## src/rtl/page_ecc.sv

```systemverilog
module page_ecc #(
  parameter int WA_W  = 12,
  parameter int BIT_W = 4
) (
  input  logic                   clk_i,
  input  logic                   rst_ni,
  input  logic                   clear_i,
  input  logic                   valid_i,
  input  logic [(1<<BIT_W)-1:0]  data_i,
  input  logic [1:0]             mode_i,
  input  logic                   wide_i,
  output logic [WA_W+BIT_W-1:0]  par_o,
  output logic [WA_W+BIT_W-1:0]  npar_o,
  output logic                   done_o,
  output logic                   data_err_o,
  output logic                   code_err_o,
  output logic                   multi_err_o,
  output logic                   erased_o,
  output logic [WA_W+BIT_W-1:0]  loc_o
);
  localparam int DW    = 1 << BIT_W;
  localparam int PW    = WA_W + BIT_W;
  localparam int CNT_W = WA_W + 2;
  localparam logic [CNT_W-1:0] NARROW_BASE = CNT_W'(1) << (WA_W - 3);
  localparam logic [CNT_W-1:0] WIDE_BASE   = CNT_W'(1) << (WA_W - 4);

  logic [CNT_W-1:0] cnt_q;
  logic [PW-1:0]    p_q, n_q;
  logic [23:0]      st_q;
  logic             fin_q;

  logic [CNT_W-1:0] page_words, off;
  logic [DW-1:0]    dm;
  logic [PW-1:0]    dp, dn, sp, sn;
  logic             wpar, in_data, in_code, last;
  logic [31:0]      stored;

  assign page_words = (wide_i ? WIDE_BASE : NARROW_BASE) << mode_i;
  assign in_data = valid_i && !clear_i && !fin_q && (cnt_q < page_words);
  assign in_code = valid_i && !clear_i && !fin_q && (cnt_q >= page_words);
  assign off     = cnt_q - page_words;
  assign last    = in_code && (off[1:0] == 2'd3);
  assign dm      = wide_i ? data_i : {{(DW/2){1'b0}}, data_i[DW/2-1:0]};
  assign wpar    = ^dm;

  always_comb begin
    dp = '0;
    dn = '0;
    for (int b = 0; b < DW; b++) begin
      for (int k = 0; k < BIT_W; k++) begin
        if (((b >> k) & 1) == 1) dp[k] = dp[k] ^ dm[b];
        else                     dn[k] = dn[k] ^ dm[b];
      end
    end
    for (int k = 0; k < WA_W; k++) begin
      if (cnt_q[k]) dp[BIT_W+k] = dp[BIT_W+k] ^ wpar;
      else          dn[BIT_W+k] = dn[BIT_W+k] ^ wpar;
    end
  end

  assign stored = {data_i[7:0], st_q};
  assign sp = p_q ^ stored[PW-1:0];
  assign sn = n_q ^ stored[2*PW-1:PW];

  logic s_zero, s_data, s_code, s_multi, s_erased;
  assign s_zero   = ~|{sp, sn};
  assign s_data   = ((sp ^ sn) == '1);
  assign s_code   = ($countones({sp, sn}) == 1);
  assign s_multi  = !s_zero && !s_data && !s_code;
  assign s_erased = s_multi && (sp == '1);

  always_ff @(posedge clk_i or negedge rst_ni) begin
    if (!rst_ni) begin
      cnt_q <= '0; p_q <= '0; n_q <= '0; st_q <= '0; fin_q <= 1'b0;
      done_o <= 1'b0; data_err_o <= 1'b0; code_err_o <= 1'b0;
      multi_err_o <= 1'b0; erased_o <= 1'b0; loc_o <= '0;
    end else if (clear_i) begin
      cnt_q <= '0; p_q <= '0; n_q <= '0; st_q <= '0; fin_q <= 1'b0;
      done_o <= 1'b0; data_err_o <= 1'b0; code_err_o <= 1'b0;
      multi_err_o <= 1'b0; erased_o <= 1'b0; loc_o <= '0;
    end else begin
      done_o <= 1'b0;
      if (in_data) begin
        p_q   <= p_q ^ dp;
        n_q   <= n_q ^ dn;
        cnt_q <= cnt_q + 1'b1;
      end
      if (in_code) begin
        cnt_q <= cnt_q + 1'b1;
        case (off[1:0])
          2'd0:    st_q[7:0]   <= data_i[7:0];
          2'd1:    st_q[15:8]  <= data_i[7:0];
          2'd2:    st_q[23:16] <= data_i[7:0];
          default: ;
        endcase
      end
      if (last) begin
        fin_q       <= 1'b1;
        done_o      <= 1'b1;
        data_err_o  <= s_data;
        code_err_o  <= s_code;
        multi_err_o <= s_multi && !s_erased;
        erased_o    <= s_erased;
        loc_o       <= sp;
      end
    end
  end

  assign par_o  = p_q;
  assign npar_o = n_q;
endmodule

```

## config.mk

```make
export PLATFORM = sky130hd
export DESIGN_NAME = page_ecc
export DESIGN_NICKNAME = d
export VERILOG_FILES = /design/src/rtl/page_ecc.sv
export SDC_FILE = /design/constraint.sdc
export NUM_CORES = 1
export LEC_CHECK = 0
export ABC_AREA = 0
export BUFFER_PORTS_ARGS = -buffer_cell sky130_fd_sc_hd__buf_2
export CAP_MARGIN = 30
export CORE_ASPECT_RATIO = 1.5
export CORE_MARGIN = 10
export CORE_UTILIZATION = 30
export DETAILED_ROUTE_END_ITERATION = 10
export GPL_ROUTABILITY_DRIVEN = 1
export SETUP_SLACK_MARGIN = 0.1
export SKIP_CTS_REPAIR_TIMING = 1
export SYNTH_ARGS = -nofsm -noshare
export SYNTH_HDL_FRONTEND = slang
export SYNTH_SLANG_ARGS = --single-unit
```

## constraint.sdc

```tcl
create_clock -name clk_i -period 5.8 [get_ports clk_i]
set_input_delay 0.87 -clock clk_i [delete_from_list [all_inputs] [get_ports clk_i]]
set_output_delay 0.87 -clock clk_i [all_outputs]
set_load 0.02 [all_outputs]
```

==> results of run 1 <==
==> worst reg2reg max path, delay by kind of cell, from the launching register on <==
| kind | cells | cell delay [ps] |
|---|---|---|
| and+or+nand+nor | 2 | 600 |
| DFF | 1 | 450 |
| AOI/OAI and AO/OA | 3 | 390 |
| adders and majority gates | 8 | 3520 |
| buffers and inverters | 6 | 380 |
| xor gates and xnor gates | 1 | 160 |
==> through the flow <==
| stage | worst slack [ps] | instance area, um2 |
|---|---|---|
| 2_1_floorplan | 33.8 | 6160 |
| 3_5_place_dp | -177 | 6920 |
| 5_1_grt | -11.5 | 7260 |
| 3_3_place_gp | -190 | 6890 |
| 6_report | 198 | 7260 |
| 4_1_cts | 109 | 7210 |
==> power breakdown <==
group	switching, mW	internal [mW]
sequential	0.0383	0.664
clock	0.270	0.320
combinational	0.646	0.572
==> cells in the final DEF (no fill, tap or decap), drive strengths merged, types with 2 or more instances in the layout <==
cell and instances:
nor2 47, o31ai 25, xnor2 85, inv 63
and3 2, nor4 8, o21a 2, o211ai 2
nor3 7, nand3b 20, or4 24, a21o 2
nand2b 3, ha 20, fa 24, nand3 12
nand2 13, dfrtp 92, a21oi 36, buf 110
o21ai 27, nand4 11, clkbuf 11, mux2i 25
or3 8, xor2 10
==> state kept, by name (all words and copies together), names as in the netlist <==
signal       cells
erased_o         1
loc_o           16
npar_o          16
fin_q            1
par_o           16
st_q            24
done_o           1
code_err_o       1
multi_err_o      1
data_err_o       1
cnt_q           14
==> cell families (layout without fill, tap and decap cells) <==
logic type | after synthesis | count (layout) | share of synthesized area
AO/OA/AOI/OAI | 97 | 97 | 0.0968
XOR/XNOR | 96 | 96 | 0.145
adder cells (fa/ha/maj) | 44 | 44 | 0.120
buffers and inverters | 93 | 186 | 0.0684
flip-flops | 92 | 92 | 0.379
multiplexers | 25 | 25 | 0.0412
AND/OR/NAND/NOR | 162 | 162 | 0.150
==> Yosys cell counts (all sizes together) (23+ instances only) <==
master / count / share of area
a21oi: 36 / 0.032
clkbuf: 23 / 0.020
dfrtp: 92 / 0.38
fa: 24 / 0.079
inv: 60 / 0.037
mux2i: 25 / 0.041
nor2: 47 / 0.029
o21ai: 27 / 0.023
o31ai: 25 / 0.031
or4: 24 / 0.030
xnor2: 85 / 0.13
==> routing by layer <==
layer | wire length (um) | GRT usage | up-vias | part of all wire
met2 | 9740 | 0.245 | 94 | 0.55
met1 | 6690 | 0.146 | 2327 | 0.38
met4 | 546 | 0.0540 | 0 | 0.031
met5 | 0 | 0 | - | 0
met3 | 603 | 0.0270 | 32 | 0.034
li1 | - | - | 2258 | -
==> how the worst max path moves through the flow <==
| stage | start | to | slack, ps | depth (start not counted) |
|---|---|---|---|---|
| final | npar_o[5]$_DFFE_PN0P_ | multi_err_o$_DFFE_PN0P_ | 200 | 20 |
| after CTS | npar_o[1]$_DFFE_PN0P_ | multi_err_o$_DFFE_PN0P_ | 110 | 19 |
| after detailed placement | data_i[3] | multi_err_o$_DFFE_PN0P_ | -180 | 18 |
| after floorplan | data_i[3] | multi_err_o$_DFFE_PN0P_ | 30 | 18 |
| after global routing | npar_o[5]$_DFFE_PN0P_ | multi_err_o$_DFFE_PN0P_ | -10 | 20 |
| after global placement | data_i[3] | multi_err_o$_DFFE_PN0P_ | -190 | 18 |
==> cell type report <==
type	instances	area (um2)	share of cell area
multi-input combinational	424	3450	0.475
sequential	92	2300	0.318
timing repair buffer	110	661	0.0911
tap	260	325	0.0448
clock buffer	11	253	0.0348
inverter	60	225	0.0310
clock inverter	5	41.3	0.00569
==> run metrics, run 1 <==
outcome completed; IO Count 76; Post-Syn Nets 676; maxcap violations 0; Antenna Nets Post-Route 0; Die Wd 136 um; CP Data Arrival Time 5840 ps; DRT Wirelength 17600 um; Hold Slack 427 ps; Setup Viol. Count Final 0; Design Power 2.51 mW; CP Buf/Inv Count 6; worst hold path class in -> async; Initial Util 0.306; FF-to-FF path depth 20; Post-synth ARST share 1.00; RSZ-0062 raised after global routing true; total track usage 0.134; Crit Path Max Fanout 4; worst-path cell chain xnor2_2 > buf_4 > inv_2 > fa_1 > inv_2 > fa_1 > inv_1 > fa_1 > inv_2 > fa_1 > fa_1 > inv_1 > fa_1 > ha_2 > fa_1 > or4b_4 > a2111oi_4 > a21oi_2 > nand3_1 > o21ai_1; Synth Register Bits 92; PD cells 346 nW/um2; via count 4711; Yosys warning count 0; main flop type after synthesis dfrtp_1; sequential fraction of the synthesis area 0.379; CTS Sinks 92; Die Y 194 um; Final period util 0.966; Max clock buf depth 2; EDFF count, synth 0; startpoint class of the critical path flip-flop; CTS tree done; Inserted Diodes 0; Area Growth Syn to Fin 19.4%; fillers 2045; clock-pin transition on the worst setup and hold timing paths 70 ps; Core Region 19900 um2; Cell Area, Synth 6070 um2; most used cell, CP fa_1; library cells used by synthesis 47; # placed instances 944; Final Non-Filler Cells 962; vias in the first global route 4863; gr ovfl total 0; setup TNS 0 ps; Slowest cell on crit path fa_1; Final Skew 9.28 ps; port bufs 75; Slew HR 0.364; CP Capture Type flip-flop; largest net degree at the start of global routing 92; Root Buffer clkbuf_16; Top delay family on crit path adder cells; share of layout cells above drive strength 1 0.217; first-pass GRT wire length 27700 um; Worst IR Drop VDD 228 uV; Detailed Routing Iterations Pass 1 4; Slew @ Worst Pin 954 ps; WL per Instance 18.3 um; FF-to-FF End multi_err_o$_DFFE_PN0P_; Layout Nets 764; Period minus WS final 5600 ps; Fin. Hold Viols 0; Pleak 3.25 nW; Num CTS Buffers 9; Achievable Freq 178 MHz; FF-to-FF Start npar_o[5]$_DFFE_PN0P_; initial DRC count 309; Worst Path Class, Setup reg -> reg; Mapped Avg Cell Area 9.97 um2; Req. time, crit path 6030 ps; DP HPWL 13600 um; setup slack, reg-to-reg 200 ps; # rows 63; Remaining DRCs 0; worst skew pair latency 350 ps; post-synthesis cell count 609; pins over their slew limit 0; DR vias/cell 4.90; antenna violations before repair 0; GPL Wtd Cong 0.958; Die ar. 26500 um2; Core Util, Final 0.365; crit-path max cell delay 510 ps; htree depth 3
Power figures use the tool's default switching activity.
==> run 2, diff against run 1 <==
Clock period 5.8 ns to 7.2 ns, I/O delays scaled along.
==> run 2 against run 1 <==
Non-clock buffer count decreased by 23. Worst hold slack improved by 76 ps. Power decreased by 28%. Utilization decreased by 1.3 points. Clock power decreased by 16%.
==> run metrics, run 2 (synthesis gave the netlist of run 1 again) <==
commonest non-fill, non-tap cell in the layout dfrtp_1 (unchanged); PD cells 260 nW/um2 (was 346 nW/um2); first-pass GRT wire length 27100 um (was 27700 um); Die Y 194 um (unchanged); Core Region 19900 um2 (unchanged); Slew @ Worst Pin 944 ps (was 954 ps); crit-path max cell delay 600 ps (was 510 ps); Die Wd 136 um (unchanged); Detailed Routing Iterations Pass 1 4 (unchanged); Setup Viol. Count Final 0 (unchanged); Inserted Diodes 0 (unchanged); share of layout cells above drive strength 1 0.168 (was 0.217); Antenna Nets Post-Route 0 (unchanged); Max clock buf depth 2 (unchanged); Die ar. 26500 um2 (unchanged); via count 4629 (was 4711); FF-to-FF Start par_o[9]$_DFFE_PN0P_ (was npar_o[5]$_DFFE_PN0P_); port bufs 75 (unchanged); Worst Path Class, Setup in -> reg (was reg -> reg); Slew HR 0.371 (was 0.364); outcome completed (unchanged); Final Non-Filler Cells 938 (was 962); Fin. Hold Viols 0 (unchanged); max reg flops 24 (unchanged); Worst Hold Depth 2; Pleak 3.14 nW (was 3.25 nW); Remaining DRCs 0 (unchanged); Layout Nets 741 (was 764); CTS Sinks 92 (unchanged); CTS tree done (unchanged); initial DRC count 339 (was 309); total track usage 0.132 (was 0.134); Root Buffer clkbuf_16 (unchanged); CP Capture Type flip-flop (unchanged); Final Skew 7.82 ps (was 9.28 ps); most frequent cells in the layout 92 x dfrtp_1, 82 x xnor2_1, 74 x buf_2, 60 x inv_1, 47 x nor2_1 (was 90 x dfrtp_1, 77 x xnor2_1, 74 x buf_2, 57 x inv_1, 47 x nor2_1); most used cell, CP fa_1 (unchanged); Worst Hold Path EP loc_o[12]$_DFFE_PN0P_; WL per Instance 18.1 um (was 18.3 um); Req. time, crit path 7430 ps (was 6030 ps); antenna violations before repair 0 (unchanged); largest net degree at the start of global routing 93 (was 92); gr ovfl total 0 (unchanged); Initial Util 0.306 (unchanged); worst-path cell chain buf_2 > xnor2_1 > fa_1 > fa_1 > inv_1 > fa_1 > inv_1 > fa_1 > fa_1 > inv_1 > fa_1 > ha_1 > fa_1 > or4b_2 > a2111oi_0 > a21oi_1 > nand3_1 > o21ai_0 (was xnor2_2 > buf_4 > inv_2 > fa_1 > inv_2 > fa_1 > inv_1 > fa_1 > inv_2 > fa_1 > fa_1 > inv_1 > fa_1 > ha_2 > fa_1 > or4b_4 > a2111oi_4 > a21oi_2 > nand3_1 > o21ai_1); Achievable Freq 155 MHz; Num CTS Buffers 9 (unchanged); # rows 63 (unchanged); CP Data Arrival Time 6680 ps (was 5840 ps); GPL Wtd Cong 0.971 (was 0.958); vias in the first global route 4728 (was 4863); pins over their slew limit 0 (unchanged); # placed instances 923 (was 944); DR vias/cell 4.93 (was 4.90); Top delay family on crit path adder cells (unchanged); setup TNS 0 ps (unchanged); FF-to-FF path depth 17 (was 20); clock-pin transition on the worst setup and hold timing paths 60 ps (was 70 ps); CP Buf/Inv Count 4 (was 6); maxcap violations 0 (unchanged); Worst IR Drop VDD 129 uV (was 228 uV); FF-to-FF End multi_err_o$_DFFE_PN0P_ (unchanged); setup slack, reg-to-reg 850 ps (was 200 ps); RSZ-0062 raised after global routing false (was true); Top reg by flops st_q (unchanged); worst hold path class reg -> reg (was in -> async); htree depth 3 (unchanged); Area Growth Syn to Fin 15.2% (was 19.4%); DRT Wirelength 17000 um (was 17600 um); hold_sp loc_o[12]$_DFFE_PN0P_; DP HPWL 13000 um (was 13600 um); worst skew pair latency 350 ps (about the same); Period minus WS final 6450 ps; Slowest cell on crit path or4b_2 (was fa_1); IO Count 76 (unchanged); Final period util 0.896; Crit Path Max Fanout 6 (was 4); startpoint class of the critical path primary input (was flip-flop)
==> run 2: changes by cell type in the layout (fill, tap and decap cells not counted), sizes merged <==
cell and change:
clkbuf +1, bufinv +1, buf -23, inv -3
==> run 2: worst max path at each step <==
stage | from | slack, ps | endpoint | cells after the start
after global placement | data_i[1] | 420 | multi_err_o$_DFFE_PN0P_ | 18
final | data_i[3] | 750 | multi_err_o$_DFFE_PN0P_ | 18
after detailed placement | data_i[1] | 340 | multi_err_o$_DFFE_PN0P_ | 18
after global routing | data_i[3] | 400 | multi_err_o$_DFFE_PN0P_ | 18
after CTS | data_i[1] | 710 | multi_err_o$_DFFE_PN0P_ | 18
after floorplan | data_i[1] | 750 | multi_err_o$_DFFE_PN0P_ | 18
==> run 2: layout make-up <==
type | count | area [um2]
inverters | 60 | 225
multi-input cells | 424 | 3360
flip-flops and latches | 92 | 2300
clock buffers | 12 | 256
repair buffers | 87 | 488
fillers | 2061 | 12900
well taps | 260 | 325
clock inverters | 3 | 46.3
==> run 2: through the flow <==
step | utilization | instance area [um2] | power [mW] | hold WS (ps) | setup slack [ps]
final | 0.352 | 7000 | 1.82 | 503 | 745
after floorplan | - | 6070 | 1.18 | 507 | 750
after detailed placement | 0.337 | 6700 | 1.34 | 492 | 342
after global placement | 0.336 | 6670 | 1.34 | 489 | 421
after global routing | 0.352 | 7000 | 1.99 | 533 | 398
after CTS | 0.352 | 7000 | 1.84 | 510 | 708
==> run 2: tightest hold or removal path: cells and delay by family (launching register included) <==
| kind | cells | cell delay, ps |
|---|---|---|
| AND/OR/NAND/NOR | 1 | 70 |
| AO/OA/AOI/OAI | 1 | 60 |
| flip-flops | 1 | 340 |
==> run 2: power breakdown <==
group	internal (mW)	switching, mW	leakage (nW)
logic	0.319	0.443	1.71
registers	0.535	0.0287	1.28
clock network	0.287	0.206	0.145
total	1.14	0.678	3.14
==> run 2: layer usage <==
metal | routed length (um) | vias up | track usage
met2 | 9140 | 110 | 0.234
met3 | 660 | 32 | 0.0249
met5 | 0 | - | 0
li1 | - | 2203 | -
met1 | 6550 | 2284 | 0.147
met4 | 614 | 0 | 0.0564
==> run 3, diff against run 2 <==
Settings changed: CTS_BUF_LIST from default to sky130_fd_sc_hd__clkbuf_4.
==> run 3 against run 2 <==
Die area unchanged. Clock power fell by 42%. Register-to-register slack barely moved. Critical path depth shrank 1. Maximum frequency is 1.5% higher. Sequential share of layout area rose by 0.83 points. Utilization is 0.86 points lower. Critical path type is now reg -> reg.
==> run metrics, run 3 (synthesis gave the netlist of run 1 again) <==
Pleak 3.06 nW (was 3.14 nW); worst hold path class reg -> reg (unchanged); Antenna Nets Post-Route 0 (unchanged); vias in the first global route 4708 (was 4728); # placed instances 923 (unchanged); Detailed Routing Iterations Pass 1 4 (unchanged); first-pass GRT wire length 27000 um (was 27100 um); CTS tree done (unchanged); gr ovfl total 0 (unchanged); Final Skew 12.7 ps (was 7.82 ps); antenna violations before repair 1 (was 0); pins over their slew limit 0 (unchanged); setup TNS 0 ps (unchanged); FF-to-FF path depth 17 (unchanged); CP Capture Type flip-flop (unchanged); clock-pin transition on the worst setup and hold timing paths 150 ps (was 60 ps); total track usage 0.131 (was 0.132); Design Power 1.61 mW (was 1.82 mW); Final period util 0.883 (was 0.896); Top reg by flops st_q (unchanged); final setup margin 844 ps (was 745 ps); Achievable Freq 157 MHz (was 155 MHz); outcome completed (unchanged); initial DRC count 355 (was 339); Remaining DRCs 0 (unchanged); port bufs 75 (unchanged); DRT Wirelength 16900 um (was 17000 um); Slew HR 0.365 (was 0.371); via count 4577 (was 4629); CP Data Arrival Time 6710 ps (was 6680 ps); GPL Wtd Cong 0.971 (unchanged); maxcap violations 0 (unchanged); DR vias/cell 4.87 (was 4.93); DP HPWL 13000 um (unchanged); Worst Path Class, Setup reg -> reg (was in -> reg); Die Y 194 um (unchanged); Die Wd 136 um (unchanged); Core Region 19900 um2 (unchanged); max reg flops 24 (unchanged); Initial Util 0.306 (unchanged); Max clock buf depth 2 (unchanged); RSZ-0062 raised after global routing false (unchanged); Period minus WS final 6360 ps (was 6450 ps); largest net degree at the start of global routing 93 (unchanged); htree depth 3 (unchanged); Area Growth Syn to Fin 12.4% (was 15.2%); Req. time, crit path 7550 ps (was 7430 ps); worst skew pair latency 460 ps (was 350 ps); Die ar. 26500 um2 (unchanged); Layout Nets 741 (unchanged); Crit Path Max Fanout 5 (was 6); dpl ws 342 ps (unchanged); Final Non-Filler Cells 939 (was 938); commonest non-fill, non-tap cell in the layout dfrtp_1 (unchanged); PD cells 236 nW/um2 (was 260 nW/um2); Worst Hold Depth 2 (unchanged); startpoint class of the critical path flip-flop (was primary input); Worst IR Drop VDD 116 uV (was 129 uV); share of layout cells above drive strength 1 0.167 (was 0.168); Fin. Hold Viols 0 (unchanged); Root Buffer clkbuf_4 (was clkbuf_16); most frequent cells in the layout 92 x dfrtp_1, 82 x xnor2_1, 74 x buf_2, 60 x inv_1, 47 x nor2_1 (unchanged); Num CTS Buffers 9 (unchanged); # rows 63 (unchanged); CTS Sinks 92 (unchanged); Slew @ Worst Pin 953 ps (was 944 ps); Setup Viol. Count Final 0 (unchanged); WL per Instance 18.0 um (was 18.1 um); IO Count 76 (unchanged)
==> run 3: cell count changes in the layout (fill, tap and decap cells not counted), sizes merged <==
cell    previous run  this run
clkbuf            12        10
clkinv             1         3
diode              0         1
==> run 3: final timing paths <==
check | startpoint | endpoint | slack [ps]
hold / removal | loc_o[12]$_DFFE_PN0P_ | loc_o[12]$_DFFE_PN0P_ | 520
min in group asynchronous | rst_ni | fin_q$_DFFE_PN0P_ | 530
hold reg to reg | loc_o[12]$_DFFE_PN0P_ | loc_o[12]$_DFFE_PN0P_ | 520
setup reg to reg | par_o[9]$_DFFE_PN0P_ | multi_err_o$_DFFE_PN0P_ | 840
max in group asynchronous | rst_ni | st_q[18]$_DFFE_PN0P_ | 5550
setup / recovery | par_o[9]$_DFFE_PN0P_ | multi_err_o$_DFFE_PN0P_ | 840
==> run 3: routing by layer <==
metal	share of wire	vias up	global-route usage
li1	-	2203	-
met1	0.39	2255	0.146
met2	0.55	92	0.237
met3	0.032	27	0.0182
met4	0.032	0	0.0544
met5	0	-	0
==> run 3: critical path, cell delays in order, from the launching register on <==
cell and delay (ps):
dfrtp_1 460, xnor2_1 520, inv_1 140, fa_1 550, inv_1 60, fa_1 470
fa_1 550, fa_1 440, fa_1 510, inv_1 50, fa_1 430, ha_1 230
fa_1 430, or4b_2 600, a2111oi_0 510, a21oi_1 140, nand3_1 110, o21ai_0 70
==> run 3: final cells by class <==
class | instances | area (um2)
Fill cell | 2080 | 13000
Multi-Input combinational cell | 424 | 3360
Sequential cell | 92 | 2300
Timing Repair Buffer | 87 | 488
Tap cell | 260 | 325
Inverter | 60 | 225
Clock buffer | 10 | 75.1
Clock inverter | 5 | 53.8
Antenna cell | 1 | 2.50
==> run 3: power breakdown <==
group | switching, mW | internal, mW
Clock | 0.180 | 0.107
Sequential | 0.0283 | 0.534
Combinational | 0.443 | 0.319
==> run 3: metrics by stage <==
step / cell area (um2) / hold WS [ps] / utilization
after global routing: 6830 / 547 / 0.344
after CTS: 6830 / 527 / 0.344
after global placement: 6670 / 489 / 0.336
final: 6830 / 521 / 0.344
after floorplan: 6070 / 507 / -
after detailed placement: 6700 / 492 / 0.337
